### src/rtl/pwm_alt_pkg.sv
package pwm_alt_pkg;
  // write-port register codes
  localparam logic [2:0] SEL_CMP0 = 3'd0;
  localparam logic [2:0] SEL_CMP1 = 3'd1;
  localparam logic [2:0] SEL_PRE0 = 3'd2;
  localparam logic [2:0] SEL_PRE1 = 3'd3;
  localparam logic [2:0] SEL_LOAD = 3'd4;
  // flag bit positions
  localparam int FL_LO  = 0;
  localparam int FL_HI  = 1;
  localparam int FL_ANY = 2;
  localparam int FL_OVF = 3;
  localparam int NFLAG  = 4;
  localparam int NSLOT  = 2;
endpackage

### src/rtl/pwm_alt_cmp_bank.sv
module pwm_alt_cmp_bank
  import pwm_alt_pkg::*;
#(
  parameter int W = 16
) (
  input  logic             clk,
  input  logic             rst_n,
  input  logic             wr_en,
  input  logic [2:0]       wr_sel,
  input  logic [W-1:0]     wr_data,
  input  logic [NSLOT-1:0] reload,
  output logic [W-1:0]     cmp0,
  output logic [W-1:0]     cmp1,
  output logic [W-1:0]     ld_val
);
  logic [W-1:0] cmp_q [NSLOT];
  logic [W-1:0] ld_q, ld_d;

  for (genvar i = 0; i < NSLOT; i++) begin : g_slot
    localparam logic [2:0] CODE_C = 3'(i);
    localparam logic [2:0] CODE_P = 3'(i + 2);
    logic [W-1:0] pre_q, pre_d, cmp_d;

    always_comb begin
      pre_d = pre_q;
      cmp_d = cmp_q[i];
      if (reload[i]) cmp_d = pre_q;
      if (wr_en && wr_sel == CODE_C) cmp_d = wr_data;
      if (wr_en && wr_sel == CODE_P) pre_d = wr_data;
    end

    always_ff @(posedge clk or negedge rst_n) begin
      if (!rst_n) begin
        pre_q    <= '0;
        cmp_q[i] <= '0;
      end else begin
        pre_q    <= pre_d;
        cmp_q[i] <= cmp_d;
      end
    end
  end

  always_comb begin
    ld_d = ld_q;
    if (wr_en && wr_sel == SEL_LOAD) ld_d = wr_data;
  end

  always_ff @(posedge clk or negedge rst_n) begin
    if (!rst_n) ld_q <= '0;
    else        ld_q <= ld_d;
  end

  assign cmp0   = cmp_q[0];
  assign cmp1   = cmp_q[1];
  assign ld_val = ld_q;
endmodule

### src/rtl/pwm_alt_counter.sv
module pwm_alt_counter #(
  parameter int W = 16
) (
  input  logic         clk,
  input  logic         rst_n,
  input  logic         cnt_en,
  input  logic         dir_down,
  input  logic         force_go,
  input  logic [W-1:0] cmp0,
  input  logic [W-1:0] cmp1,
  input  logic [W-1:0] ld_val,
  output logic         match_hit,
  output logic         hold,
  output logic         wrap_hit,
  output logic         sel,
  output logic         oflag,
  output logic [W-1:0] cnt
);
  localparam logic [W-1:0] ONE = W'(1);

  logic [W-1:0] active, cnt_d;
  logic         other_zero, sel_d, oflag_d;

  always_comb begin
    active     = sel ? cmp1 : cmp0;
    other_zero = (sel ? cmp0 : cmp1) == '0;
    match_hit  = cnt_en && !force_go && (cnt == active);
    hold       = match_hit && other_zero;
    wrap_hit   = cnt_en && !force_go && !match_hit &&
                 (dir_down ? (cnt == '0) : (cnt == '1));
    cnt_d   = cnt;
    sel_d   = sel;
    oflag_d = oflag;
    if (force_go) begin
      cnt_d   = ld_val;
      sel_d   = dir_down;
      oflag_d = 1'b0;
    end else if (cnt_en) begin
      if (match_hit) begin
        cnt_d = ld_val;
        if (!other_zero) begin
          sel_d   = ~sel;
          oflag_d = ~oflag;
        end
      end else begin
        cnt_d = dir_down ? cnt - ONE : cnt + ONE;
      end
    end
  end

  always_ff @(posedge clk or negedge rst_n) begin
    if (!rst_n) begin
      cnt   <= '0;
      sel   <= 1'b0;
      oflag <= 1'b0;
    end else begin
      cnt   <= cnt_d;
      sel   <= sel_d;
      oflag <= oflag_d;
    end
  end
endmodule

### src/rtl/pwm_alt_flags.sv
module pwm_alt_flags #(
  parameter int N = 4
) (
  input  logic         clk,
  input  logic         rst_n,
  input  logic [N-1:0] set_evt,
  input  logic [N-1:0] clr,
  input  logic [N-1:0] en,
  output logic [N-1:0] flags,
  output logic         irq
);
  logic [N-1:0] flags_d;
  logic         irq_d;

  always_comb begin
    flags_d = (flags & ~clr) | set_evt;
    irq_d   = |(flags & en);
  end

  always_ff @(posedge clk or negedge rst_n) begin
    if (!rst_n) begin
      flags <= '0;
      irq   <= 1'b0;
    end else begin
      flags <= flags_d;
      irq   <= irq_d;
    end
  end
endmodule

### src/rtl/pwm_alt_timer.sv
module pwm_alt_timer
  import pwm_alt_pkg::*;
#(
  parameter int W = 16
) (
  input  logic             clk,
  input  logic             rst_n,
  input  logic             cnt_en,
  input  logic             dir_down,
  input  logic             wr_en,
  input  logic [2:0]       wr_sel,
  input  logic [W-1:0]     wr_data,
  input  logic             force_str,
  input  logic             oe_ctl,
  input  logic             invert,
  input  logic [NFLAG-1:0] flag_clr,
  input  logic [NFLAG-1:0] irq_en,
  output logic             pwm_out,
  output logic             pwm_oe,
  output logic [NFLAG-1:0] flags,
  output logic             irq
);
  logic [W-1:0]     cmp0, cmp1, ld_val, cnt;
  logic             match_hit, hold, wrap_hit, sel, oflag, force_go;
  logic [NSLOT-1:0] reload;
  logic [NFLAG-1:0] set_evt;

  assign force_go = force_str && oe_ctl;

  always_comb begin
    reload[0]       = match_hit && sel;
    reload[1]       = match_hit && !sel;
    set_evt         = '0;
    set_evt[FL_LO]  = match_hit && !sel;
    set_evt[FL_HI]  = match_hit && sel;
    set_evt[FL_ANY] = match_hit;
    set_evt[FL_OVF] = wrap_hit;
  end

  pwm_alt_cmp_bank #(.W(W)) u_bank (
    .clk(clk), .rst_n(rst_n), .wr_en(wr_en), .wr_sel(wr_sel),
    .wr_data(wr_data), .reload(reload), .cmp0(cmp0), .cmp1(cmp1),
    .ld_val(ld_val)
  );

  pwm_alt_counter #(.W(W)) u_cnt (
    .clk(clk), .rst_n(rst_n), .cnt_en(cnt_en), .dir_down(dir_down),
    .force_go(force_go), .cmp0(cmp0), .cmp1(cmp1), .ld_val(ld_val),
    .match_hit(match_hit), .hold(hold), .wrap_hit(wrap_hit),
    .sel(sel), .oflag(oflag), .cnt(cnt)
  );

  pwm_alt_flags #(.N(NFLAG)) u_flags (
    .clk(clk), .rst_n(rst_n), .set_evt(set_evt), .clr(flag_clr),
    .en(irq_en), .flags(flags), .irq(irq)
  );

  always_ff @(posedge clk or negedge rst_n) begin
    if (!rst_n) pwm_oe <= 1'b0;
    else        pwm_oe <= oe_ctl;
  end

  assign pwm_out = oflag ^ invert;
endmodule

### config.mk
export PLATFORM = sky130hd
export DESIGN_NAME = pwm_alt_timer
export DESIGN_NICKNAME = d
export VERILOG_FILES = /design/src/rtl/pwm_alt_pkg.sv /design/src/rtl/pwm_alt_cmp_bank.sv /design/src/rtl/pwm_alt_counter.sv /design/src/rtl/pwm_alt_flags.sv /design/src/rtl/pwm_alt_timer.sv
export SDC_FILE = /design/constraint.sdc
export NUM_CORES = 1
export LEC_CHECK = 0
export BUFFER_PORTS_ARGS = -buffer_cell sky130_fd_sc_hd__buf_2
export CAP_MARGIN = 20
export CORE_MARGIN = 5
export CORE_UTILIZATION = 35
export CTS_CLUSTER_DIAMETER = 150
export DETAILED_ROUTE_END_ITERATION = 6
export HOLD_SLACK_MARGIN = 0.15
export MAX_ROUTING_LAYER = met4
export PLACE_DENSITY_LB_ADDON = 0.08
export SKIP_CTS_REPAIR_TIMING = 1
export SLEW_MARGIN = 30
export SYNTH_ARGS = -nofsm -noshare
export SYNTH_HDL_FRONTEND = slang
export SYNTH_SLANG_ARGS = --single-unit
export TNS_END_PERCENT = 50
### constraint.sdc
create_clock -name clk -period 3 [get_ports clk]
set_input_delay 0.3 -clock clk [delete_from_list [all_inputs] [get_ports clk]]
set_output_delay 0.3 -clock clk [all_outputs]
set_load 0.02 [all_outputs]
==> summary.md <==
| Metric | Value |
|---|---|
| Status | `finished, final reports clean` |
| Share of the synthesized area in the top cell type | `46.8%` |
| All-Layer GR Usage | `17.2%` |
| Routed vias | `3968` |
| Layout cell share with drive strength beyond 1 | `25.5%` |
| Clock skew | `0.00803 ns` |
| Least-Margin Pin Slew | `0.861 ns` |
| Cell Chain, Critical Path | `ha_1 > o21ai_0 > nor2_1 > o41ai_1 > buf_4 > o31ai_1 > mux2i_1 > a21oi_1 > a2bb2oi_1` |
| Initial antenna violation count | `0` |
| Post-Synthesis Cell Area | `5560 um^2` |
| Rel. slew slack | `42.6%` |
| Gpl congestion | `0.764` |
| Fin Hold WS | `0.151 ns` |
| Pwr Total | `0.00531 W` |
| Leak | `2.74 nW` |
| Worst vdd ir | `0.000272 V` |
| # setup viols final | `0` |
| Mapped Cells | `493` |
| Max FO, Critical Path | `5` |
| # diodes | `0` |
| H-tree depth | `3` |
| Worst-skew pair later-pin latency | `0.36 ns` |
| Die area | `18500 um^2` |
| Combinational Power Share | `32.4%` |
| DRT antenna net count | `0` |
| Hold Path Class | `in2reg` |
| Register bit total from synthesis | `104` |
| Synth Flop Type | `dfrtp_1` |
| Starting Density | `35.4%` |
| Internal power | `0.00349 W` |
| Final WS setup | `0.263 ns` |
| MaxCap Viol Count | `0` |
| Switching power | `0.00182 W` |
| Yosys cell types | `51` |
| CP Capture Type | `flip-flop` |
| Final nets | `598` |
| CTS tree | `done` |
| First-pass DRT Iterations | `4` |
| Core Rows | `46` |
| Syn nets | `543` |
| Detail Placement HPWL | `10900 um` |
| WP data required | `3.23 ns` |
| Die span in y | `136 um` |
| Slowest Stage Delay on Critical Path | `0.53 ns` |
| Clock power frac | `27.8%` |
| Filler cells | `1501` |
| Count of flip-flops with a built-in enable after synthesis | `0` |
| PwrDens | `814 nW/um^2` |
| Fin. max-slew vios | `0` |
| Clock transition at path regs | `0.07 ns` |
| Clock buffer depth | `2` |
| Area growth from synthesis to layout | `17.3%` |
| Area leader, netlist | `dfrtp_1` |
| Pre-CTS setup slack | `0.280 ns` |
| Fin crit period | `2.74 ns` |
| Asr flop ratio synth | `100%` |
| DR WL/cell | `18.9 um` |
| TNS Setup | `0 ns` |
| Clock sinks | `104` |
| CTS Buf Count | `9` |
| Switch share | `34.2%` |
| Final Cycle Share | `91.2%` |
| Detail-routed via count per cell | `5.16` |
| YS warnings | `0` |
| Ports | `42` |
| # DRC | `0` |
| Critical path launch point type | `flip-flop` |
| Post-synthesis sequential area ratio | `46.8%` |
| Grt ovf | `0` |
| Largest net degree at the start of global routing | `50` |
| Slowest CP cell | `o31ai_1` |
| Synth top cells by count | `104 x dfrtp_1, 50 x mux2i_1, 49 x nand2_1, 48 x mux2_2, 32 x o21ai_1` |
| Fmax | `365 MHz` |
| Top-count cell post-synth | `dfrtp_1` |
| RSZ-0062 raised after global routing | `false` |
| Clock Tree Root | `clkbuf_16` |
| Core ar. | `15700 um^2` |
| Flop pwr share | `39.8%` |
| Vias in the first global route | `4066` |
| Floorplan die width | `136 um` |
| Critical path class | `reg2reg` |
| Global-route wire length before repair | `23300 um` |
| Number of port buffers | `41` |
| Synth Area per Inst | `11.3 um^2` |
| Drt first-iter violations | `183` |
| Final wirelength | `14500 um` |
| Fin. Hold Viols | `0` |
| Cells taking the most area after synthesis | `dfrtp_1 47%, mux2_2 9.7%, mux2i_1 9.0%` |
| WP data arrival | `2.97 ns` |
[routing by layer]
metal  wire length (um)  vias to the layer above  global-route usage, %
met4                225                        0                   5.88
met2               6800                       48                   26.3
met5                  0                        -                      -
met3                390                       13                   2.18
met1               7090                     1975                   23.6
li1                   -                     1932                      -
[cells in the final DEF (no fill, tap or decap), drive strengths merged, types with 2 or more instances in the layout]
cell type,instances
a211oi,2
a21boi,3
a21o,6
a21oi,12
a221o,8
a22oi,4
a31oi,2
buf,62
bufinv,4
clkbuf,10
dfrtp,104
dlygate4sd3,4
ha,14
inv,8
mux2,48
mux2i,50
nand2,49
nand2b,2
nand3,9
nand4,8
nor2,12
nor2b,2
nor3,13
nor4,17
o21a,4
o21ai,43
o21bai,3
o221a,2
o22ai,3
o41ai,2
xnor2,26
xor2,4
[registers in the layout (all words and copies together) (netlist names)]
register             cells
pwm_oe                   1
u_bank.cmp1             16
u_bank.ld_val           16
u_flags.flags            4
u_flags.irq              1
u_bank.cmp0             16
u_cnt.oflag              1
u_bank.g_slot.pre_q     32
u_cnt.sel                1
u_cnt.cnt               16
[cells by family after synthesis]
logic type / share of synthesized area [%]
compound gates: 11.6
xor+xnor: 4.72
fa+ha+maj: 3.51
buf+inv: 2.86
flops: 46.8
mux: 18.7
simple gates: 11.9
[power by group through the flow]
stage | combinational (W) | sequential (W) | clock [W]
after detailed placement | 0.00172 | 0.00214 | 0
final | 0.00172 | 0.00211 | 0.00148
after global placement | 0.00168 | 0.00214 | 0
after global routing | 0.00191 | 0.00216 | 0.00157
after CTS | 0.00173 | 0.00211 | 0.00151
after floorplan | 0.00135 | 0.00198 | 0
[area by class of cell]
class	count	area, um^2	area share [%]
Clock buffer	10	239	3.66
Sequential cell	104	2600	39.9
Clock inverter	6	138	2.11
Multi-Input combinational cell	360	2830	43.4
Tap cell	216	270	4.14
Inverter	7	26.3	0.403
Timing Repair Buffer	66	418	6.40
[critical path: cells and delay by family (launching register included)]
| family | cells | cell delay, ns |
|---|---|---|
| compound gates | 5 | 1.01 |
| fa+ha+maj | 1 | 0.38 |
| buf+inv | 1 | 0.14 |
| flops | 1 | 0.47 |
| mux | 1 | 0.38 |
| simple gates | 1 | 0.22 |
[stage by stage]
stage | utilization, % | cells | cell area [um^2]
2_1_floorplan | - | 493 | 5560
3_3_place_gp | 38.9 | 749 | 6110
3_5_place_dp | 38.9 | 749 | 6110
4_1_cts | 41.3 | 765 | 6480
5_1_grt | 41.5 | 769 | 6530
6_report | 41.5 | 769 | 6530
[worst paths after layout]
check,start,slack [ns],endpoint,depth (start not counted)
max,u_cnt.cnt[2]$_DFFE_PN0P_,0.26,u_cnt.cnt[15]$_DFFE_PN0P_,9
min,force_str,0.15,u_cnt.oflag$_DFFE_PN0P_,2
max reg2reg,u_cnt.cnt[2]$_DFFE_PN0P_,0.26,u_cnt.cnt[15]$_DFFE_PN0P_,9
min reg2reg,u_bank.ld_val[2]$_DFFE_PN0P_,0.50,u_cnt.cnt[2]$_DFFE_PN0P_,1
max in group asynchronous,rst_n,1.72,u_flags.flags[2]$_DFF_PN0_,3
min in group asynchronous,rst_n,0.51,u_bank.g_slot[1].pre_q[0]$_DFFE_PN0P_,2
No activity file was read; power rests on OpenSTA's default activity.
